**src/rtl/rft_pkg.sv**
```systemverilog
package rft_pkg;
  localparam int unsigned NUM_DEST = 2;

  function automatic int unsigned width_min1(input int unsigned n);
    return (n > 1) ? $clog2(n) : 1;
  endfunction
endpackage

```
**src/rtl/rft_wr_receiver.sv**
```systemverilog
module rft_wr_receiver #(
  parameter int unsigned NUM_IN = 4,
  parameter int unsigned SEL_W  = rft_pkg::width_min1(NUM_IN)
) (
  input  logic              clk_i,
  input  logic              rst_ni,
  input  logic [NUM_IN-1:0] tok_v_i,
  input  logic [NUM_IN-1:0] tok_p_i,
  output logic              wr_en_o,
  output logic [SEL_W-1:0]  wr_sel_o,
  output logic              wr_pred_o,
  output logic              conflict_o
);
  logic             any_tok, multi_tok, pred_d;
  logic [SEL_W-1:0] sel_d;

  // lowest-numbered token wins
  always_comb begin
    sel_d  = '0;
    pred_d = 1'b0;
    for (int i = NUM_IN - 1; i >= 0; i--) begin
      if (tok_v_i[i]) begin
        sel_d  = SEL_W'(i);
        pred_d = tok_p_i[i];
      end
    end
  end

  assign any_tok   = |tok_v_i;
  assign multi_tok = |(tok_v_i & (tok_v_i - NUM_IN'(1)));

  always_ff @(posedge clk_i or negedge rst_ni) begin
    if (!rst_ni) begin
      wr_en_o    <= 1'b0;
      wr_sel_o   <= '0;
      wr_pred_o  <= 1'b0;
      conflict_o <= 1'b0;
    end else begin
      wr_en_o    <= any_tok;
      wr_sel_o   <= sel_d;
      wr_pred_o  <= pred_d;
      conflict_o <= conflict_o | multi_tok;
    end
  end


  token_then_en_chk: assert property (@(posedge clk_i) disable iff (!rst_ni)
    any_tok |=> wr_en_o);

  idle_then_quiet_chk: assert property (@(posedge clk_i) disable iff (!rst_ni)
    !any_tok |=> (!wr_en_o && wr_sel_o == '0 && !wr_pred_o));

  sel_hits_token_chk: assert property (@(posedge clk_i) disable iff (!rst_ni)
    any_tok |=> (($past(tok_v_i) & (NUM_IN'(1) << wr_sel_o)) != '0));

  conflict_sticky_chk: assert property (@(posedge clk_i) disable iff (!rst_ni)
    conflict_o |=> conflict_o);
endmodule

```
**src/rtl/rft_rd_sender.sv**
```systemverilog
module rft_rd_sender #(
  parameter int unsigned NUM_LINKS = 4,
  parameter int unsigned DEST_W    = $clog2(NUM_LINKS + 1),
  parameter int unsigned NUM_DEST  = rft_pkg::NUM_DEST
) (
  input  logic                       clk_i,
  input  logic                       rst_ni,
  input  logic                       emit_i,
  input  logic                       pred_i,
  input  logic [NUM_DEST*DEST_W-1:0] dest_i,
  output logic [NUM_LINKS-1:0]       tok_v_o,
  output logic [NUM_LINKS-1:0]       tok_p_o
);
  logic [NUM_LINKS-1:0] hit;

  // codes at or above NUM_LINKS (incl. all-ones) match nothing
  for (genvar l = 0; l < NUM_LINKS; l++) begin : g_link
    always_comb begin
      hit[l] = 1'b0;
      for (int d = 0; d < NUM_DEST; d++)
        if (dest_i[d*DEST_W +: DEST_W] == DEST_W'(l)) hit[l] = 1'b1;
    end
  end

  assign tok_v_o = emit_i ? hit : '0;
  assign tok_p_o = (emit_i && pred_i) ? hit : '0;


  no_emit_silent_chk: assert property (@(posedge clk_i) disable iff (!rst_ni)
    !emit_i |-> (tok_v_o == '0));

  fanout_limit_chk: assert property (@(posedge clk_i) disable iff (!rst_ni)
    $countones(tok_v_o) <= NUM_DEST);

  pred_on_token_chk: assert property (@(posedge clk_i) disable iff (!rst_ni)
    (tok_p_o & ~tok_v_o) == '0);
endmodule

```
**src/rtl/rf_token_ctrl.sv**
```systemverilog
module rf_token_ctrl #(
  parameter int unsigned NUM_WR    = 2,
  parameter int unsigned NUM_IN    = 4,
  parameter int unsigned NUM_RD    = 3,
  parameter int unsigned NUM_LINKS = 4,
  localparam int unsigned SEL_W    = rft_pkg::width_min1(NUM_IN),
  localparam int unsigned DEST_W   = $clog2(NUM_LINKS + 1),
  localparam int unsigned NDST     = rft_pkg::NUM_DEST
) (
  input  logic                          clk_i,
  input  logic                          rst_ni,
  input  logic [NUM_WR*NUM_IN-1:0]      tok_in_v_i,
  input  logic [NUM_WR*NUM_IN-1:0]      tok_in_p_i,
  output logic [NUM_WR-1:0]             wr_en_o,
  output logic [NUM_WR*SEL_W-1:0]       wr_sel_o,
  output logic [NUM_WR-1:0]             wr_pred_o,
  output logic [NUM_WR-1:0]             wr_conflict_o,
  input  logic [NUM_RD-1:0]             rd_emit_i,
  input  logic [NUM_RD-1:0]             rd_pred_i,
  input  logic [NUM_RD*NDST*DEST_W-1:0] rd_dest_i,
  output logic [NUM_RD*NUM_LINKS-1:0]   tok_out_v_o,
  output logic [NUM_RD*NUM_LINKS-1:0]   tok_out_p_o
);
  for (genvar w = 0; w < NUM_WR; w++) begin : g_wr
    rft_wr_receiver #(.NUM_IN(NUM_IN), .SEL_W(SEL_W)) u_rx (
      .clk_i      (clk_i),
      .rst_ni     (rst_ni),
      .tok_v_i    (tok_in_v_i[w*NUM_IN +: NUM_IN]),
      .tok_p_i    (tok_in_p_i[w*NUM_IN +: NUM_IN]),
      .wr_en_o    (wr_en_o[w]),
      .wr_sel_o   (wr_sel_o[w*SEL_W +: SEL_W]),
      .wr_pred_o  (wr_pred_o[w]),
      .conflict_o (wr_conflict_o[w])
    );
  end

  for (genvar r = 0; r < NUM_RD; r++) begin : g_rd
    rft_rd_sender #(.NUM_LINKS(NUM_LINKS), .DEST_W(DEST_W), .NUM_DEST(NDST)) u_tx (
      .clk_i   (clk_i),
      .rst_ni  (rst_ni),
      .emit_i  (rd_emit_i[r]),
      .pred_i  (rd_pred_i[r]),
      .dest_i  (rd_dest_i[r*NDST*DEST_W +: NDST*DEST_W]),
      .tok_v_o (tok_out_v_o[r*NUM_LINKS +: NUM_LINKS]),
      .tok_p_o (tok_out_p_o[r*NUM_LINKS +: NUM_LINKS])
    );
  end


  write_tokens_end_here_chk: assert property (@(posedge clk_i) disable iff (!rst_ni)
    (rd_emit_i == '0) |-> (tok_out_v_o == '0 && tok_out_p_o == '0));

  reset_clear_chk: assert property (@(posedge clk_i)
    !rst_ni |=> (wr_en_o == '0 && wr_conflict_o == '0));
endmodule

```
**config.mk**
```make
export PLATFORM = sky130hd
export DESIGN_NAME = rf_token_ctrl
export DESIGN_NICKNAME = d
export VERILOG_FILES = /design/src/rtl/rft_pkg.sv /design/src/rtl/rft_wr_receiver.sv /design/src/rtl/rft_rd_sender.sv /design/src/rtl/rf_token_ctrl.sv
export SDC_FILE = /design/constraint.sdc
export NUM_CORES = 1
export LEC_CHECK = 0
export BUFFER_PORTS_ARGS = -buffer_cell sky130_fd_sc_hd__buf_4
export CORE_MARGIN = 2
export CORE_UTILIZATION = 32
export DETAILED_ROUTE_END_ITERATION = 8
export PLACE_DENSITY_LB_ADDON = 0.08
export SLEW_MARGIN = 20
export SYNTH_ARGS = -nofsm -noshare
export SYNTH_HDL_FRONTEND = slang
export SYNTH_SLANG_ARGS = --single-unit
```
**constraint.sdc**
```tcl
create_clock -name clk_i -period 0.9 [get_ports clk_i]
set_input_delay 0 -clock clk_i [delete_from_list [all_inputs] [get_ports clk_i]]
set_output_delay 0 -clock clk_i [all_outputs]
set_load 0.02 [all_outputs]
```
==> flow_summary_export.csv <==
group,metric,value,unit
floorplan,die_height,53.4,um
clock_network,clock_latency_of_the_later_clocked_register_in_the_worst_skew_pair,0.26,ns
clock_network,clock_tree_from_tritoncts,"done",
place,port-buffer-count,75,
timing,final_max_slew_viol_count,0,
floorplan,placement_rows,17,
power,pwr-share-clk,23.0,%
hold_path,min_path_type,"input pin to flip-flop",
clock_network,clkSinkCount,10,
route,drtAntennaViolNets,0,
clock_network,path_clk_slew,0.06,ns
job,drv.max_cap_violation_count,0,
power,power_frac_seq,36.0,%
worst_setup_path,crit_path_max_fanout,3,
clock_network,htreeDepth,1,
power,power.share.switching,32.0,%
route,routed_via_density,4.97,
global_routing,grt_antenna_before_repair,0,
timing,max_freq,1.07,GHz
clock_network,clk_path_buf_depth,2,
route,drtPass1Iterations,4,
finish,fin_nets,226,
route,post-route-drc-count,0,
floorplan,initial_core_util,34.7,%
route,dr_total_vias,1044,
finish,antennaDiodeCount,0,
power,irDropWorstVdd,0.604,mV
logic_synthesis,synth.ff_latch_count,10,
timing,finalWorstPathRequiredPeriod,0.936,ns
logic_synthesis,synth-warning-count,0,
timing,hold_slack,-0.00789,ns
power,power_report.internal_total,0.000899,W
clock_network,cts.repair_timing.setup_buffer_count,0,
logic_synthesis,syn_area,782,um^2
floorplan,floorplan.die.width,53.4,um
worst_setup_path,kind_of_cell_adding_the_most_delay_to_the_critical_path,"flip-flops",
power,switching_pwr,0.000423,W
finish,fraction_of_final_layout_cells_with_drive_strength_greater_than_1,45.6,%
worst_setup_path,path_cells,"buf_6 > buf_6",
place,post_dp_cell_area,1350,um^2
floorplan,die-area,2860,um^2
place,globalplace.congestion,0.849,
clock_network,cts-buffers-inserted,3,
logic_synthesis,synth.net_count,146,
finish,area.growth.synth_to_final,85.6,%
timing,post-route-worst-setup-slack,-0.0357,ns
worst_setup_path,worstSetupPathType,"flip-flop to output pin",
worst_setup_path,end_kind,"output pin",
global_routing,first_pass_grt_wire_length,3.94,mm
finish,final_cells,210,
route,drc_violation_total_after_the_first_tritonroute_iteration,25,
floorplan,placeableCoreArea,2250,um^2
global_routing,global_route.overflow_total,0,
worst_setup_path,required,0.90,ns
route,routed_wl,2.51,mm
floorplan,boundaryPins,76,
timing,rsz0062_at_grt,"yes",
logic_synthesis,netlist_instances,104,
route,routedWlPerCell,12.0,um
finish,finish.utilization,64.4,%
timing,final_hold_viol_count,2,
global_routing,via_count_of_the_first_global_routing_pass,979,
place,dp.final_hpwl,2.00,mm
worst_setup_path,cp-start-kind,"flip-flop",
global_routing,grt_start_max_net_pins,11,
logic_synthesis,yosys.cell_types.count,17,
finish,finish.instance_area,1450,um^2
global_routing,groute.usage.overall,19.3,%
worst_setup_path,timing.critical_path.buf_inv,2,
run_status,violations_in_the_final_reports,"hold timing, setup timing",
place,numPlacedInstances,203,
worst_setup_path,r2r_slack,0.02,ns
logic_synthesis,synthesis.area_per_instance,7.52,um^2
power,report.power.total,0.00132,W
power,leakagePower,0.705,nW
timing,slew_headroom,78.2,%
timing,final.period_utilization,104,%
worst_setup_path,worst_path_max_delay_cell,"dfrtp_1",
worst_setup_path,slowest_delay,0.42,ns
worst_setup_path,most_frequent_cp_cell,"buf_6",
timing,worst_slew_pin_slew,0.326,ns
power,part_of_the_power_in_combinational_logic,41.0,%
logic_synthesis,synth_seq_area_share,32.0,%
power,power-per-cell-area,910,nW/um^2
run_status,run_status,"finished with violations",
worst_setup_path,timing.critical_path.arrival,0.94,ns
timing,fin_skew,0,ns
clock_network,clock-root-buffer,"clkbuf_4",
timing,setup_violations,1,
-- metal layers --
metal / vias up / wire [um] / global-route usage, % / share of wire (%)
met5: - / 0 / 0 / 0
met4: 0 / 76 / 9.83 / 3.0
met3: 8 / 256 / 4.80 / 10
met2: 55 / 1270 / 34.4 / 51
met1: 464 / 910 / 20.8 / 36
li1: 517 / - / - / -
-- synth_stat cells --
master | count | area [um^2]
dfrtp_1 | 10 | 250
nor3_1 | 5 | 25.0
nand2b_1 | 2 | 12.5
nor2_1 | 29 | 109
nor3b_1 | 4 | 30.0
inv_1 | 4 | 15.0
mux2i_1 | 2 | 20.0
a21oi_1 | 6 | 30.0
or4_1 | 2 | 15.0
o21a_1 | 2 | 15.0
buf_4 | 6 | 45.0
a22oi_1 | 4 | 30.0
nand2_1 | 3 | 11.3
and3b_1 | 3 | 26.3
a31oi_1 | 4 | 25.0
nor2b_1 | 14 | 87.6
a2111oi_0 | 4 | 35.0
-- final cells by class --
type / count / area [um^2]
clock buffers: 3 / 22.5
fillers: 192 / 803
inverters: 4 / 15.0
multi-input cells: 84 / 497
flip-flops and latches: 10 / 250
well taps: 28 / 35.0
repair buffers: 81 / 632
-- final timing paths --
| path | startpoint | to | cells past startpoint |
|---|---|---|---|
| min in group asynchronous | rst_ni | g_wr[1].u_rx.wr_en_o | 2 |
| setup reg to reg | g_wr[0].u_rx.conflict_o | g_wr[0].u_rx.conflict_o | 2 |
| setup / recovery | g_wr[0].u_rx.conflict_o | wr_conflict_o[0] | 2 |
| hold reg to reg | g_wr[1].u_rx.conflict_o | g_wr[1].u_rx.conflict_o | 2 |
| max in group asynchronous | rst_ni | g_wr[0].u_rx.conflict_o | 2 |
| hold / removal | tok_in_v_i[3] | g_wr[0].u_rx.wr_en_o | 2 |
-- power by group through the flow --
stage | Combinational [W] | Clock, W | Sequential, W
CTS | 0.000537 | 0.000305 | 0.000476
finish | 0.000541 | 0.000304 | 0.000476
global route | 0.000595 | 0.000340 | 0.000478
global placement | 0.000504 | 0 | 0.000484
detailed placement | 0.000515 | 0 | 0.000485
floorplan | 0.000206 | 0 | 0.000497
-- metrics by stage --
stage	hold WS, ns	setup TNS, ns	worst slack [ns]
finish	-0.00789	-0.0357	-0.0357
CTS	-0.0188	-0.0651	-0.0225
floorplan	-0.296	0	0.00177
global route	0.00724	-0.110	-0.0684
global placement	-0.168	-0.0550	-0.0290
detailed placement	-0.167	-0.191	-0.106
-- worst reg2reg max path: cells and delay by family, from the launching register on --
family / cells / cell delay, ns
AND/OR/NAND/NOR: 1 / 0.07
flip-flops: 1 / 0.42
AO/OA/AOI/OAI: 1 / 0.27
-- logic make-up (layout without fill, tap and decap cells) --
group	count (synthesis)	count (layout)	synth area share, %
multiplexers	2	2	2.56
AO/OA/AOI/OAI	20	20	17.3
AND/OR/NAND/NOR	62	62	40.5
flip-flops	10	10	32.0
buffers and inverters	10	88	7.68
-- cells in the final DEF (no fill, tap or decap), drive strengths merged --
cell	synthesis	layout
buf	6	76
nor2	29	29
nor2b	14	14
dfrtp	10	10
a21oi	6	6
nor3	5	5
dlygate4sd3	0	5
nor3b	4	4
a22oi	4	4
inv	4	4
a31oi	4	4
a2111oi	4	4
nand2	3	3
and3b	3	3
clkbuf	0	3
or4	2	2
o21a	2	2
nand2b	2	2
mux2i	2	2
-- registers in the layout, summed over array words and instances, names as in the netlist --
signal	count
g_wr.u_rx.wr_sel_o	4
g_wr.u_rx.wr_pred_o	2
g_wr.u_rx.conflict_o	2
g_wr.u_rx.wr_en_o	2
-- what timing repair did --
| action | 4_1_cts | 5_1_grt |
|---|---|---|
| endpoints found under the setup margin | 4 | 4 |
| endpoints found under the hold margin | 16 | 0 |
| resized for setup | 9 | 3 |
| hold buffers | 5 | 0 |
| pin swaps | 2 | 0 |
Note: power is estimated with default switching activity, not from simulation.
